## config.mk

```make
export PLATFORM = sky130hd
export DESIGN_NAME = trigger_pairing
export DESIGN_NICKNAME = d
export VERILOG_FILES = /design/src/rtl/trigger_pairing_pkg.sv /design/src/rtl/tp_delay_line.sv /design/src/rtl/tp_arm_tracker.sv /design/src/rtl/tp_event_presenter.sv /design/src/rtl/trigger_pairing.sv
export SDC_FILE = /design/constraint.sdc
export NUM_CORES = 1
export LEC_CHECK = 0
export CAP_MARGIN = 20
export CORE_MARGIN = 5
export CORE_UTILIZATION = 44
export CTS_CLUSTER_SIZE = 28
export DETAILED_ROUTE_END_ITERATION = 7
export HOLD_SLACK_MARGIN = 0.1
export PLACE_DENSITY = 0.84
export SLEW_MARGIN = 10
export SYNTH_ARGS = -nofsm -noshare
export SYNTH_HDL_FRONTEND = slang
export SYNTH_SLANG_ARGS = --single-unit
```

## constraint.sdc

```tcl
create_clock -name clk -period 1.6 [get_ports clk]
set_clock_uncertainty 0.1 [all_clocks]
set_input_delay 0.32 -clock clk [delete_from_list [all_inputs] [get_ports clk]]
set_output_delay 0.32 -clock clk [all_outputs]
set_load 0.01 [all_outputs]
```

## src/rtl/trigger_pairing_pkg.sv

```systemverilog
package trigger_pairing_pkg;
  localparam int TYPE_W = 4;
  localparam int NUM_W  = 16;
  localparam int CODE_W = 8;
  localparam int INFO_W = 24;
  localparam int ERR_W  = 32;

  typedef struct packed {
    logic [TYPE_W-1:0] kind;
    logic [NUM_W-1:0]  num;
    logic [CODE_W-1:0] code;
    logic [INFO_W-1:0] info;
  } trig_fields_t;

  // top bit of the type marks an event that needs no timing pulse
  function automatic logic needs_timing(input logic [TYPE_W-1:0] k);
    return !k[TYPE_W-1];
  endfunction

  function automatic logic [NUM_W-1:0] count_step(input logic [NUM_W-1:0] c);
    return c + {{(NUM_W-1){1'b0}}, 1'b1};
  endfunction
endpackage

```

## src/rtl/tp_delay_line.sv

```systemverilog
module tp_delay_line #(
  parameter int DEPTH = 2
) (
  input  logic clk,
  input  logic rst_n,
  input  logic d,
  output logic q
);
  logic [DEPTH-1:0] stg;

  always_ff @(posedge clk or negedge rst_n) begin
    if (!rst_n) begin
      stg <= '0;
    end else begin
      stg[0] <= d;
      for (int k = 1; k < DEPTH; k++) stg[k] <= stg[k-1];
    end
  end

  assign q = stg[DEPTH-1];
endmodule

```

## src/rtl/tp_arm_tracker.sv

```systemverilog
module tp_arm_tracker
  import trigger_pairing_pkg::*;
#(
  parameter int TIMEOUT_CYCLES = 64,
  localparam int TMO_W = $clog2(TIMEOUT_CYCLES + 1)
) (
  input  logic             clk,
  input  logic             rst_n,
  input  logic             pulse_i,
  input  logic             timed_msg_i,
  output logic             first_pulse_o,
  output logic             doubled_o,
  output logic             timeout_o,
  output logic             paired_o,
  output logic             orphan_o,
  output logic [NUM_W-1:0] count_o
);
  logic             armed;
  logic [TMO_W-1:0] tmo;
  logic             still_armed;

  assign timeout_o     = armed && (tmo == TMO_W'(TIMEOUT_CYCLES - 1)) && !timed_msg_i;
  assign still_armed   = armed && !timed_msg_i && !timeout_o;
  assign first_pulse_o = pulse_i && !still_armed;
  assign doubled_o     = pulse_i && still_armed;
  assign paired_o      = timed_msg_i && armed;
  assign orphan_o      = timed_msg_i && !armed;

  always_ff @(posedge clk or negedge rst_n) begin
    if (!rst_n) begin
      armed   <= 1'b0;
      tmo     <= '0;
      count_o <= '0;
    end else begin
      armed <= pulse_i || still_armed;
      if (pulse_i)    tmo <= '0;
      else if (armed) tmo <= tmo + 1'b1;
      if (pulse_i) count_o <= count_step(count_o);
    end
  end
endmodule

```

## src/rtl/tp_event_presenter.sv

```systemverilog
module tp_event_presenter
  import trigger_pairing_pkg::*;
(
  input  logic             clk,
  input  logic             rst_n,
  input  logic             accept_i,
  input  trig_fields_t     fields_i,
  input  logic             release_i,
  input  logic [ERR_W-1:0] err_i,
  output logic             valid_o,
  output trig_fields_t     held_o,
  output logic [ERR_W-1:0] err_o,
  output logic             untimed_ok_o,
  output logic             overflow_o,
  output logic             rel_taken_o
);
  trig_fields_t pend;
  logic         pend_v;
  logic         valid_d;

  assign rel_taken_o = release_i && valid_o;
  assign overflow_o  = accept_i && valid_o && pend_v;

  always_ff @(posedge clk or negedge rst_n) begin
    if (!rst_n) begin
      valid_o      <= 1'b0;
      valid_d      <= 1'b0;
      held_o       <= '0;
      pend         <= '0;
      pend_v       <= 1'b0;
      err_o        <= '0;
      untimed_ok_o <= 1'b0;
    end else begin
      valid_d      <= valid_o;
      untimed_ok_o <= valid_o && !valid_d && !needs_timing(held_o.kind);
      if (rel_taken_o) begin
        valid_o <= 1'b0;
        err_o   <= err_i;
      end else if (!valid_o && pend_v) begin
        held_o  <= pend;
        valid_o <= 1'b1;
      end
      if (!valid_o && !pend_v) begin
        if (accept_i) begin
          held_o  <= fields_i;
          valid_o <= 1'b1;
        end
      end else if (!valid_o) begin
        // pending entry moves out this cycle; a new message takes its place
        pend_v <= accept_i;
        if (accept_i) pend <= fields_i;
      end else if (!pend_v && accept_i) begin
        pend   <= fields_i;
        pend_v <= 1'b1;
      end
    end
  end
endmodule

```

## src/rtl/trigger_pairing.sv

```systemverilog
module trigger_pairing
  import trigger_pairing_pkg::*;
#(
  parameter int TIMEOUT_CYCLES = 64,
  parameter int TIMED_LAG      = 2,
  parameter int COUNT_LAG      = 5
) (
  input  logic              clk,
  input  logic              rst_n,
  input  logic              timing_pulse_i,
  input  logic              info_strobe_i,
  input  logic [TYPE_W-1:0] info_type_i,
  input  logic [NUM_W-1:0]  info_number_i,
  input  logic [CODE_W-1:0] info_code_i,
  input  logic [INFO_W-1:0] info_detail_i,
  input  logic              release_i,
  input  logic [ERR_W-1:0]  err_pattern_i,
  output logic              timed_ok_o,
  output logic              untimed_ok_o,
  output logic              invalid_o,
  output logic              data_valid_o,
  output logic [TYPE_W-1:0] trg_type_o,
  output logic [NUM_W-1:0]  trg_number_o,
  output logic [CODE_W-1:0] trg_code_o,
  output logic [INFO_W-1:0] trg_detail_o,
  output logic [ERR_W-1:0]  err_captured_o,
  output logic [NUM_W-1:0]  int_count_o,
  output logic              int_count_valid_o
);
  localparam int CV_DEPTH = COUNT_LAG - 1;

  logic         timed_msg_w, untimed_msg_w, accept_w;
  logic         first_pulse_w, doubled_w, timeout_w, paired_w, orphan_w;
  logic         overflow_w, rel_taken_w, cv_rise_w;
  trig_fields_t in_fields, held;

  assign timed_msg_w   = info_strobe_i && needs_timing(info_type_i);
  assign untimed_msg_w = info_strobe_i && !needs_timing(info_type_i);
  assign accept_w      = paired_w || untimed_msg_w;
  assign in_fields     = '{kind: info_type_i, num: info_number_i,
                           code: info_code_i, info: info_detail_i};

  tp_arm_tracker #(.TIMEOUT_CYCLES(TIMEOUT_CYCLES)) u_arm (
    .clk(clk), .rst_n(rst_n), .pulse_i(timing_pulse_i), .timed_msg_i(timed_msg_w),
    .first_pulse_o(first_pulse_w), .doubled_o(doubled_w), .timeout_o(timeout_w),
    .paired_o(paired_w), .orphan_o(orphan_w), .count_o(int_count_o)
  );

  tp_event_presenter u_pres (
    .clk(clk), .rst_n(rst_n), .accept_i(accept_w), .fields_i(in_fields),
    .release_i(release_i), .err_i(err_pattern_i), .valid_o(data_valid_o),
    .held_o(held), .err_o(err_captured_o), .untimed_ok_o(untimed_ok_o),
    .overflow_o(overflow_w), .rel_taken_o(rel_taken_w)
  );

  tp_delay_line #(.DEPTH(TIMED_LAG)) u_timed_lag (
    .clk(clk), .rst_n(rst_n), .d(first_pulse_w), .q(timed_ok_o)
  );

  tp_delay_line #(.DEPTH(CV_DEPTH)) u_count_lag (
    .clk(clk), .rst_n(rst_n), .d(timing_pulse_i), .q(cv_rise_w)
  );

  assign trg_type_o   = held.kind;
  assign trg_number_o = held.num;
  assign trg_code_o   = held.code;
  assign trg_detail_o = held.info;

  always_ff @(posedge clk or negedge rst_n) begin
    if (!rst_n) begin
      invalid_o         <= 1'b0;
      int_count_valid_o <= 1'b0;
    end else begin
      invalid_o <= orphan_w || doubled_w || timeout_w || overflow_w;
      if (cv_rise_w)                         int_count_valid_o <= 1'b1;
      else if (rel_taken_w || timing_pulse_i) int_count_valid_o <= 1'b0;
    end
  end
endmodule

```

==> metrics.md <==
| Metric | Value |
|---|---|
| Status | `finished with violations` |
| Failing checks | `negative setup slack` |
| Setup Crit Path Kind | `reg2reg` |
| Worst Hold Class | `reg2reg` |
| Number of global-route vias before repair | `approximately 5400` |
| N_diodes | `0` |
| Worst EP required | `1.80 ns` |
| Final core utilization | `about two thirds` |
| Initial core utilization | `around 45%` |
| H-Tree Depth | `4` |
| Fmax | `approximately 0.59 GHz` |
| Period utilisation layout | `106.8%` |
| Reg2Reg Launch Point | `u_pres.valid_o` |
| Total Routing Usage GR | `about 17%` |
| Final ANT Viol Nets | `0` |
| PnR worst setup slack | `-0.1082 ns` |
| Row Count | `47` |
| Grt total ovfl | `0` |
| # DRC | `0` |
| Yosys top cell by area | `dfrtp_1` |
| First-iteration detailed-routing DRC count | `around 110` |
| Pwr Density | `1675 nW/um^2` |
| Synth Net Count | `~560` |
| Slew headroom | `74.46%` |
| Setup violations, final | `90` |
| Register area share after synthesis | `between 50% and 60%` |
| Iteration count of the initial detailed-routing pass | `5` |
| Hold Crit Depth | `0` |
| Final-report hold violation count | `0` |
| Via-to-Cell Ratio | `around 5.1` |
| CTS Buffer Depth | `2` |
| Nets@finish | `between 800 and 900` |
| Hold Path End | `u_timed_lag.stg[1]` |
| Post-synthesis cell count | `470` |
| Layout fillers | `between 1000 and 1500` |
| First-pass GRT wire length | `27620 um` |
| Setup TNS | `-5.878 ns` |
| Die footprint | `19640 um^2` |
| Area Overhead vs Synth | `46.22%` |
| Final Max Slew Viols | `0` |
| Worst-path clk slew | `around 0.06 ns` |
| CP Max Fanout | `7` |
| Largest net degree at the start of global routing | `36` |
| Synthesized cell area | `between 7000 and 8000 um^2` |
| I/O pin count | `194` |
| RSZ-0062 raised after global routing | `yes` |
| Yosys Warn Count | `0` |
| Buffers on Ports | `a little under 200` |
| Yosys reg bits | `between 150 and 200` |
| CORE AREA | `between 15000 and 20000 um^2` |
| DR vias | `approximately 4800` |
| Maximum vdd drop | `approximately 1200 uV` |
| Setup crit start kind | `flop` |
| Clock latency at the later pin of the worst-skew pair | `approximately 0.42 ns` |
| Slew at the pin closest to its max-slew limit | `roughly 0.38 ns` |
| Leak | `roughly 5.2 nW` |
| Placer Congestion | `0.8096` |
| Min Tclk post-route | `~1.7 ns` |
| Die width | `140.1 um` |
| Drt wl/cell | `19.34 um` |
| CTS buffer count | `17` |
| Mean Syn Cell Area | `15.86 um^2` |
| Worst path arrival time | `1.91 ns` |
| CTS root buf | `clkbuf_16` |
| Max-cap violations | `0` |
| Share of layout cells above drive strength 1 | `approximately two fifths` |
| Die Ht | `about 140 um` |
| R2R Setup Slk | `-0.11 ns` |
| Total Wirelength | `18390 um` |
| Largest cells by area after synthesis | `dfrtp_1 58%, mux2_2 13%, mux2_4 10%` |
| Clk sinks | `roughly 170` |
| CP Capture Type | `flop` |
| Post-detail-place hpwl | `between 10000 and 15000 um` |
| TritonCTS clock tree | `built` |
| Min-delay src | `u_timed_lag.stg[0]` |
| Worst reg2reg path endpoint | `u_pres.held_o[41]` |
| Post-synth cell types | `32` |
| R2R cell count | `5` |
| Synth top area share | `between 50 and 60%` |
| Initial antenna violation count | `0` |
==> critical path: stages, from the launching register on <==
cell and delay, ns:
dfrtp_1 0.41, nand2b_4 0.19, buf_12 0.16, clkbuf_16 0.17, mux2_4 0.30, mux2_4 0.26
==> synth_stat cells (all sizes together) <==
master and number:
mux2 189, dfrtp 172, buf 22, xor2 13
nand2 11, nand4 8, nor2 8, xnor2 6
nor3 5, o21ai 5, inv 4, nor4 4
a21oi 3, nand2b 3, nand3 3, or3 3
ha 2, a221o 1, a31o 1, a31oi 1
and3 1, and3b 1, clkbuf 1, maj3 1
mux2i 1, o31a 1
==> registers in the layout (all words and copies together) (netlist names) <==
signal               flops
u_timed_lag.stg          2
u_arm.armed              1
u_arm.tmo                7
u_pres.untimed_ok_o      1
u_arm.count_o           16
u_pres.valid_o           1
u_pres.pend             52
int_count_valid_o        1
u_count_lag.stg          4
u_pres.valid_d           1
u_pres.held_o           52
invalid_o                1
u_pres.pend_v            1
u_pres.err_o            32
==> cell families after synthesis <==
family	Yosys count	share of synthesized area (%)
adder cells (fa/ha/maj)	3	0.4701
buffers and inverters	27	3.828
multiplexers	190	31.21
AND/OR/NAND/NOR	47	3.207
flip-flops	172	57.76
XOR/XNOR	19	2.233
AO/OA/AOI/OAI	12	1.293
==> where the power goes <==
| group | total (mW) | internal [mW] | switching (mW) | leakage [nW] |
|---|---|---|---|---|
| Sequential | 7.04 | 6.03 | 1.01 | 2.04 |
| Clock | 4.15 | 2.34 | 1.82 | 0.280 |
| Combinational | 7.06 | 4.59 | 2.47 | 2.90 |
| Total | 18.3 | 13.0 | 5.29 | 5.22 |
==> layout by cell type (no fill, tap or decap), types with 11 or more instances in the layout <==
master           count
buf_12              13
buf_4               32
clkbuf_16           23
clkdlybuf4s50_1     85
dfrtp_1            170
dlygate4sd2_1      104
mux2_1              11
mux2_2              63
mux2_4             115
nand2_1             11
xor2_1              13
==> metal layers <==
layer / wire, um / share of wire (%) / track usage, %
met1: 7770 / 42 / 20.94
met3: 1033 / 5.6 / 5.453
met5: 0 / 0 / 0
met4: 270 / 1.5 / 4.997
met2: 9320 / 51 / 29.76
==> through the flow <==
step | power [mW] | hold slack [ns] | cell area, um^2 | setup slack [ns] | std cells
detailed placement | 14.14 | 0.1565 | 9910 | -0.5541 | 889
floorplan | 10.94 | -0.07559 | 7605 | -0.2032 | 470
finish | 18.25 | 0.2535 | 10900 | -0.1082 | 951
global route | 19.14 | 0.2647 | 10900 | -0.1332 | 951
global placement | 13.73 | 0.1501 | 9910 | -0.5149 | 889
CTS | 17.74 | 0.2493 | 10460 | -0.1214 | 929
==> area by class of cell <==
cell class,instances,area [um^2],share of cell area (%)
sequential,172,4307,39.52
multi-input combinational,271,3137,28.79
timing repair buffer,252,2574,23.62
clock buffer,18,429.2,3.938
tap,220,275.3,2.526
clock inverter,14,160.2,1.470
inverter,4,15.01,0.1378
==> worst max-delay path by stage <==
stage,startpoint,end
detailed placement,info_strobe_i,u_pres.held_o[28]
global route,u_pres.valid_o,u_pres.held_o[25]
floorplan,u_pres.valid_o,u_pres.pend[0]
finish,u_pres.valid_o,u_pres.held_o[41]
global placement,info_strobe_i,u_pres.held_o[11]
CTS,u_pres.valid_o,u_pres.pend[17]
==> what timing repair did <==
| action | CTS | global route |
|---|---|---|
| endpoints found under the setup margin | 208 | 114 |
| pin swaps | 0 | 4 |
| gates resized for setup | 113 | 36 |
| setup buffers | 6 | 13 |
| endpoints found under the hold margin | 172 | 0 |
| gates cloned | 1 | 9 |
| hold buffers | 1 | 0 |
No activity file was read; power rests on OpenSTA's default activity.
